<file path="config.mk">
export PLATFORM = sky130hd
export DESIGN_NAME = azs_pwm_top
export DESIGN_NICKNAME = d
export VERILOG_FILES = /design/src/rtl/azs_pwm_pkg.sv /design/src/rtl/azs_carrier.sv /design/src/rtl/azs_shadow.sv /design/src/rtl/azs_phase_out.sv /design/src/rtl/azs_pwm_top.sv
export SDC_FILE = /design/constraint.sdc
export NUM_CORES = 1
export LEC_CHECK = 0
export BUFFER_PORTS_ARGS = -buffer_cell sky130_fd_sc_hd__buf_2
export CORE_MARGIN = 4
export CORE_UTILIZATION = 55
export DETAILED_ROUTE_END_ITERATION = 10
export PLACE_DENSITY = 0.82
export SETUP_SLACK_MARGIN = 0.02
export SLEW_MARGIN = 40
export SYNTH_ARGS = -nofsm -noshare
export SYNTH_HDL_FRONTEND = slang
export SYNTH_SLANG_ARGS = --single-unit
</file>
<file path="constraint.sdc">
create_clock -name clk -period 4.9 [get_ports clk]
set_input_delay 0 -clock clk [delete_from_list [all_inputs] [get_ports clk]]
set_output_delay 0 -clock clk [all_outputs]
set_load 0.02 [all_outputs]
</file>
<file path="src/rtl/azs_pwm_pkg.sv">
package azs_pwm_pkg;

  localparam int SEC_W  = 3;
  localparam int NUM_PH = 3;

  typedef logic [NUM_PH-1:0] ph_mask_t;

  // Which phase runs with swapped actions in a given sector (A=bit0).
  function automatic ph_mask_t inv_mask_of(input logic [SEC_W-1:0] sec);
    case (sec)
      3'd1, 3'd4: inv_mask_of = 3'b010;
      3'd2, 3'd5: inv_mask_of = 3'b001;
      3'd3, 3'd6: inv_mask_of = 3'b100;
      default:    inv_mask_of = 3'b000;
    endcase
  endfunction

  function automatic logic is_zero_vec(input logic [SEC_W-1:0] sec);
    is_zero_vec = (sec == 3'd0) || (sec == 3'd7);
  endfunction

endpackage

</file>
<file path="src/rtl/azs_carrier.sv">
module azs_carrier #(
  parameter int CNT_W = 16
) (
  input  logic             clk,
  input  logic             rst_n,
  input  logic [CNT_W-1:0] half_period_sh,
  output logic [CNT_W-1:0] cnt,
  output logic             dir_up,
  output logic             at_zero,
  output logic [CNT_W-1:0] prd_act
);

  logic [CNT_W-1:0] prd_eff;

  assign at_zero = (cnt == '0);
  assign prd_eff = at_zero ? half_period_sh : prd_act;

  always_ff @(posedge clk or negedge rst_n) begin
    if (!rst_n) begin
      prd_act <= '0;
    end else if (at_zero) begin
      prd_act <= half_period_sh;
    end
  end

  always_ff @(posedge clk or negedge rst_n) begin
    if (!rst_n) begin
      cnt    <= '0;
      dir_up <= 1'b1;
    end else if (dir_up) begin
      if (cnt >= prd_eff) begin
        if (prd_eff == '0) begin
          cnt <= '0;
        end else begin
          cnt    <= cnt - 1'b1;
          dir_up <= 1'b0;
        end
      end else begin
        cnt <= cnt + 1'b1;
      end
    end else begin
      cnt <= cnt - 1'b1;
      if (cnt == {{(CNT_W-1){1'b0}}, 1'b1}) begin
        dir_up <= 1'b1;
      end
    end
  end

endmodule

</file>
<file path="src/rtl/azs_shadow.sv">
module azs_shadow #(
  parameter int CNT_W = 16
) (
  input  logic                                       clk,
  input  logic                                       rst_n,
  input  logic                                       load,
  input  logic [azs_pwm_pkg::SEC_W-1:0]              sector_sh,
  input  logic [azs_pwm_pkg::NUM_PH-1:0][CNT_W-1:0]  cmp_sh,
  output logic [azs_pwm_pkg::SEC_W-1:0]              sector_act,
  output logic [azs_pwm_pkg::NUM_PH-1:0][CNT_W-1:0]  cmp_act
);
  import azs_pwm_pkg::*;

  localparam logic [CNT_W-1:0] CMP_MAX = '1;

  always_ff @(posedge clk or negedge rst_n) begin
    if (!rst_n) begin
      sector_act <= '0;
      cmp_act    <= '{default: CMP_MAX};
    end else if (load) begin
      sector_act <= sector_sh;
      for (int i = 0; i < NUM_PH; i++) begin
        cmp_act[i] <= is_zero_vec(sector_sh) ? CMP_MAX : cmp_sh[i];
      end
    end
  end

endmodule

</file>
<file path="src/rtl/azs_phase_out.sv">
module azs_phase_out #(
  parameter int CNT_W = 16
) (
  input  logic             clk,
  input  logic             rst_n,
  input  logic [CNT_W-1:0] cnt,
  input  logic             dir_up,
  input  logic             at_zero,
  input  logic [CNT_W-1:0] prd_act,
  input  logic [CNT_W-1:0] cmp,
  input  logic             inv_load,
  input  logic             inv_act,
  output logic             up_hit,
  output logic             dn_hit,
  output logic             pwm
);

  logic cmp_ok;
  logic hit;

  assign cmp_ok = (cmp != '0) && (cmp < prd_act);
  assign hit    = !at_zero && cmp_ok && (cnt == cmp);
  assign up_hit = hit && dir_up;
  assign dn_hit = hit && !dir_up;

  always_ff @(posedge clk or negedge rst_n) begin
    if (!rst_n) begin
      pwm <= 1'b0;
    end else if (at_zero) begin
      pwm <= !inv_load;
    end else if (up_hit) begin
      pwm <= inv_act;
    end else if (dn_hit) begin
      pwm <= !inv_act;
    end
  end

endmodule

</file>
<file path="src/rtl/azs_pwm_top.sv">
module azs_pwm_top #(
  parameter int CNT_W = 16
) (
  input  logic             clk,
  input  logic             rst_n,
  input  logic [CNT_W-1:0] half_period_sh,
  input  logic [2:0]       sector_sh,
  input  logic [CNT_W-1:0] cmp_a_sh,
  input  logic [CNT_W-1:0] cmp_b_sh,
  input  logic [CNT_W-1:0] cmp_c_sh,
  output logic             pwm_a,
  output logic             pwm_b,
  output logic             pwm_c
);
  import azs_pwm_pkg::*;

  logic [CNT_W-1:0]             cnt;
  logic                         dir_up;
  logic                         at_zero;
  logic [CNT_W-1:0]             prd_act;
  logic [SEC_W-1:0]             sector_act;
  logic [NUM_PH-1:0][CNT_W-1:0] cmp_sh;
  logic [NUM_PH-1:0][CNT_W-1:0] cmp_act;
  ph_mask_t                     inv_load;
  ph_mask_t                     inv_act;
  ph_mask_t                     up_hit;
  ph_mask_t                     dn_hit;
  ph_mask_t                     pwm;

  assign cmp_sh   = {cmp_c_sh, cmp_b_sh, cmp_a_sh};
  assign inv_load = inv_mask_of(sector_sh);
  assign inv_act  = inv_mask_of(sector_act);

  azs_carrier #(.CNT_W(CNT_W)) u_carrier (
    .clk            (clk),
    .rst_n          (rst_n),
    .half_period_sh (half_period_sh),
    .cnt            (cnt),
    .dir_up         (dir_up),
    .at_zero        (at_zero),
    .prd_act        (prd_act)
  );

  azs_shadow #(.CNT_W(CNT_W)) u_shadow (
    .clk        (clk),
    .rst_n      (rst_n),
    .load       (at_zero),
    .sector_sh  (sector_sh),
    .cmp_sh     (cmp_sh),
    .sector_act (sector_act),
    .cmp_act    (cmp_act)
  );

  for (genvar g = 0; g < NUM_PH; g++) begin : g_phase
    azs_phase_out #(.CNT_W(CNT_W)) u_ph (
      .clk      (clk),
      .rst_n    (rst_n),
      .cnt      (cnt),
      .dir_up   (dir_up),
      .at_zero  (at_zero),
      .prd_act  (prd_act),
      .cmp      (cmp_act[g]),
      .inv_load (inv_load[g]),
      .inv_act  (inv_act[g]),
      .up_hit   (up_hit[g]),
      .dn_hit   (dn_hit[g]),
      .pwm      (pwm[g])
    );
  end

  assign pwm_a = pwm[0];
  assign pwm_b = pwm[1];
  assign pwm_c = pwm[2];

endmodule

</file>
# After elaboration in Yosys (flattened, before gate mapping)
# Index checks and enable logic that the tools add are counted.
# Widths: inputs -> output; s select.
# word_totals
register_bits,87
in_bits,69
output_inout_bits,3
wordCells,94
# op_classes
n_addsub,2
order_cmp,4
eq_ne,17
muxes,22
n_reduce_logical,39
# op_table
operator,n
$mux 16,7
$eq 16x16->1,3
$lt 16x16->1,3
$reduce_bool 16->1,3
$logic_not 16->1,2
$eq 3x3->1 const B,7
$pmux 3 s3,2
$add 16x1->16 const B,1
$eq 16x1->1 const B,1
$ge 16x16->1,1
$sub 16x1->16 const B,1
$logic_and 1x1->1,15
$mux 1,13
$eq 3x2->1 const B,4
$reduce_or 2->1,6
$reduce_bool 3->1,3
$logic_not 1->1,8
$eq 3x1->1 const B,2
$logic_not 3->1,1
$logic_or 1x1->1,1

# Logic depth before layout (Yosys ltp)
# logic_depth
word_depth,8
depth_mapped,21
mapped_depth_nobuf,17

# By module
# From an unflattened synthesis, not the netlist that was laid out.
# unflattened
hier_cells,721
area_unflattened_um2,6805.3
# by_module_without_submodules
module,n_inst,cells_per_inst,area_per_inst_um2,seq_area_each_um2
azs_carrier,1,253,2317.2,827.0
azs_shadow,1,168,2189.6,1336.3
azs_phase_out (g_phase[0].u_ph ...),2,93,725.7,25.0
azs_phase_out (g_phase[2].u_ph),1,102,770.7,25.0
azs_pwm_top,1,12,76.3,0.0

# Worst setup path before layout
# Ideal clock, no wire load.
# synth_path
path_type,reg-to-reg
startpoint,register u_carrier.cnt[0]
endpoint,register u_carrier.cnt[5]
setup_ps,130
t_arrival_ps,3803
required_time_ps,4770
slack_ps,967
path_stages_with_launch,21
n_path_buf,4
period_less_slack_ps,3933
path_cell_list,dfrtp_1 > buf_2 > inv_2 > ha_1 > nor3b_2 > nand2_1 > nor2_1 > clkbuf_1 > nand2_1 > a21boi_0 > ha_1 > a211oi_1 > nor2_1 > or3_1 > o21ba_2 > buf_4 > or2_4 > buf_6 > nor2_1 > a211oi_2 > a21oi_1
# synth_between
elab_chain_cells,6
elab_cells_between_ends,9
cone_classes,add/sub (2); order compare (1); mux (4); reduce/logical (2)
# synth_rtl
element,line,rtl
start: declaration,azs_carrier.sv:7,"output logic [CNT_W-1:0] cnt,"
start signal: assignment,azs_carrier.sv:35,cnt <= cnt - 1'b1;
start signal: assignment,azs_carrier.sv:39,cnt <= cnt + 1'b1;
start signal: assignment,azs_carrier.sv:42,cnt <= cnt - 1'b1;
branches (longest 5 deep; another with $ge 16x16->1),--,
$mux 16 (*),azs_carrier.sv:30,end else if (dir_up) begin
# Mark *: on every way between the ends.
# A chain may end at the register's enable or synchronous reset.

# Final worst setup path
# layout_path
startpoint,register u_carrier.cnt[0]
endpoint,register u_carrier.cnt[8]
# Same word-level chain as after synthesis.

==> summary.md <==
| Metric | Value |
|---|---|
| Via count | 6015 |
| Port Buffers | 71 |
| Area delta synth->final | 21.8% |
| Post-Route WL | 19.2 mm |
| Vias in the first global route | 6125 |
| Total global routing overflow | 0 |
| Pwr dens | 204 nW/µm² |
| CTS Root Cell | clkbuf_16 |
| DRT iter0 DRCs | 641 |
| Hold Path Class | in2reg |
| Die area | 13200 µm² |
| Drt drc | 0 |
| H-tree depth | 3 |
| Mapped cell area | 6290 µm² |
| Most common cell after layout, fill and taps aside | nand2_1 |
| Later-pin clock latency in the skew report | 350 ps |
| Cts bufs inserted | 9 |
| Critical Path End Type | flop |
| Max-cap viol count | 0 |
| Worst Max-Slew Pin Slew | 697 ps |
| Post-synth ARST share | 1.00 |
| IO Pins | 72 |
| Setup TNS Final | 0 ps |
| CP startpoint kind | flop |
| Crit-path max FO | 19 |
| Detail Placement HPWL | 13.0 mm |
| Antenna viol nets, final | 0 |
| Setup WS post-layout | 492 ps |
| Status | finished, final reports clean |
| Final Hold Fails | 0 |
| Largest net degree at the start of global routing | 88 |
| Drt pass-1 iters | 5 |
| Syn Inst Count | 719 |
| Die width | 115 µm |
| Post-synth EDFFs | 0 |
| Die height | 115 µm |
| Critical path type | reg2reg |
| Slew headroom | 0.535 |
| Ant diodes | 0 |
| Clock Path Buffers | 2 |
| Flops & latches, synth | 87 |
| Vias per cell | 6.14 |
| Unique masters post-synth | 65 |
| Final nets | 968 |
| Seq/Total Area, Yosys | 0.356 |
| Routability congestion estimate from global placement | 0.953 |
| Min Tclk post-route | 4410 ps |
| YS warnings | 0 |
| Initial Util | 0.570 |
| Place WS | 624 ps |
| Max Clk Rate | 0.227 GHz |
| Clk slew on worst S/H paths | 70 ps |
| RSZ-0062 raised after global routing | false |
| CTS tree | done |
| Core Rows | 38 |
| Ys flop type | dfstp_2 |
| Initial antenna violation count | 0 |
| Synthesized area per cell | 8.74 µm² |
| Wire per inst | 19.6 µm |
| Post-cts gate resize count | 0 |
| Slew Viols, Final | 0 |
| VDD IR-drop max | 0.000217 V |
| Flop2flop setup slack | 490 ps |
| CTS sink count | 87 |
| Final setup viols | 0 |
| All-layer global routing usage | 0.302 |
| Layout cells sized above 1 | 0.210 |
| CP required | 5120 ps |
| Final Skew | 6.70 ps |
| Crit share post-route | 0.900 |
| Mapped Nets | 852 |
| Most frequent cells in the layout | nand2_1 (94), o21ai_0 (71), buf_2 (70) |
| Floorplan core area | 11000 µm² |
| Leak | 3.55 nW |
| First-pass GRT wire length | 31.0 mm |
| Crit path DAT | 4630 ps |
## cells in the mapped netlist (all sizes together), types with 2 or more instances
cell type | instances | share of area
a2111oi | 3 | 0.0042
a211oi | 12 | 0.017
a21boi | 13 | 0.016
a21o | 9 | 0.011
a21oi | 26 | 0.021
a221oi | 7 | 0.011
a31oi | 7 | 0.0070
and3 | 6 | 0.0060
and4 | 3 | 0.0042
buf | 16 | 0.016
clkbuf | 24 | 0.015
dfrtp | 38 | 0.15
dfstp | 49 | 0.20
ha | 64 | 0.13
inv | 33 | 0.020
mux2 | 2 | 0.0042
mux2i | 2 | 0.0032
nand2 | 94 | 0.056
nand2b | 6 | 0.0060
nand3 | 11 | 0.0096
nand4 | 17 | 0.018
nor2 | 68 | 0.046
nor2b | 4 | 0.0040
nor3 | 13 | 0.011
nor3b | 6 | 0.0080
nor4 | 31 | 0.035
o211ai | 2 | 0.0024
o21a | 2 | 0.0024
o21ai | 73 | 0.058
o32a | 4 | 0.0064
or2 | 3 | 0.0034
or3 | 5 | 0.0058
xnor2 | 27 | 0.038
xor2 | 27 | 0.038
## sequential cells by signal (all words and copies together) (netlist names)
register	flops
u_shadow.cmp_act	48
g_phase.u_ph.pwm	3
u_shadow.sector_act	3
u_carrier.dir_up	1
u_carrier.prd_act	16
u_carrier.cnt	16
## metal layers
layer | global-route usage | wire length, µm | vias to the layer above | share of wire
li1 | - | - | 2787 | -
met3 | 0.0542 | 1530 | 86 | 0.080
met1 | 0.383 | 7690 | 2819 | 0.40
met5 | 0 | 0 | - | 0
met2 | 0.491 | 9040 | 323 | 0.47
met4 | 0.159 | 961 | 0 | 0.050
## cell type report
cell class	instances	area (µm²)
clock inverters	4	51.3
repair buffers	145	1060
fillers	826	3370
flip-flops and latches	87	2240
clock buffers	12	268
multi-input cells	558	3740
inverters	34	128
well taps	140	175
## worst max-delay path: stages (launching register included)
cell and delay [ps]:
dfrtp_1 500, inv_2 150, ha_1 200, nor3b_2 390
nand2_1 240, nor2_1 200, buf_4 250, nand2_1 80
a21boi_0 150, ha_1 310, a211oi_1 250, nor2_1 80
or3_1 340, o21ba_2 460, or2_4 280, nor2_1 60
a211oi_1 230, a31oi_1 80
## report_power, final
part,internal (W),switching [W]
registers,0.000721,0.000000329
logic,0.0000586,0.0000500
clock network,0.000440,0.000294
## stage by stage
step                      hold WS, ps  std cells   util  power [W]  cell area [µm²]
after floorplan                  -296        719      -   0.000755             6290
final                            6.95        980  0.694    0.00156             7660
after global routing             28.0        980  0.694    0.00161             7660
after CTS                        4.24        980  0.694    0.00157             7650
after detailed placement          121        908  0.614   0.000804             6780
after global placement            251        908  0.614   0.000801             6770
## logic make-up (layout without fill, tap and decap cells)
kind of cell	Yosys count	in the layout	synth area share
and+or+nand+nor	268	268	0.215
AOI/OAI and AO/OA	168	168	0.169
DFF	87	87	0.356
buffers and inverters	74	195	0.0508
adders and majority gates	64	64	0.127
xor gates and xnor gates	54	54	0.0752
muxes	4	4	0.00736
## final timing paths
check / start / depth (start not counted) / endpoint
worst max-delay path: u_carrier.cnt[0] / 17 / u_carrier.cnt[8]
worst max register to register: u_carrier.cnt[0] / 17 / u_carrier.cnt[8]
worst min-delay path: half_period_sh[11] / 4 / u_carrier.prd_act[11]
min in group asynchronous: rst_n / 2 / u_carrier.cnt[14]
max in group asynchronous: rst_n / 2 / u_shadow.sector_act[0]
worst min register to register: u_shadow.cmp_act[11] / 2 / u_shadow.cmp_act[11]
## what timing repair did
item / CTS / global route
buffers inserted: 0 / 0
hold buffers: 56 / 0
endpoints found under the hold margin: 95 / 0
endpoints found under the setup margin: 0 / 0
No activity file was read; power rests on OpenSTA's default activity.
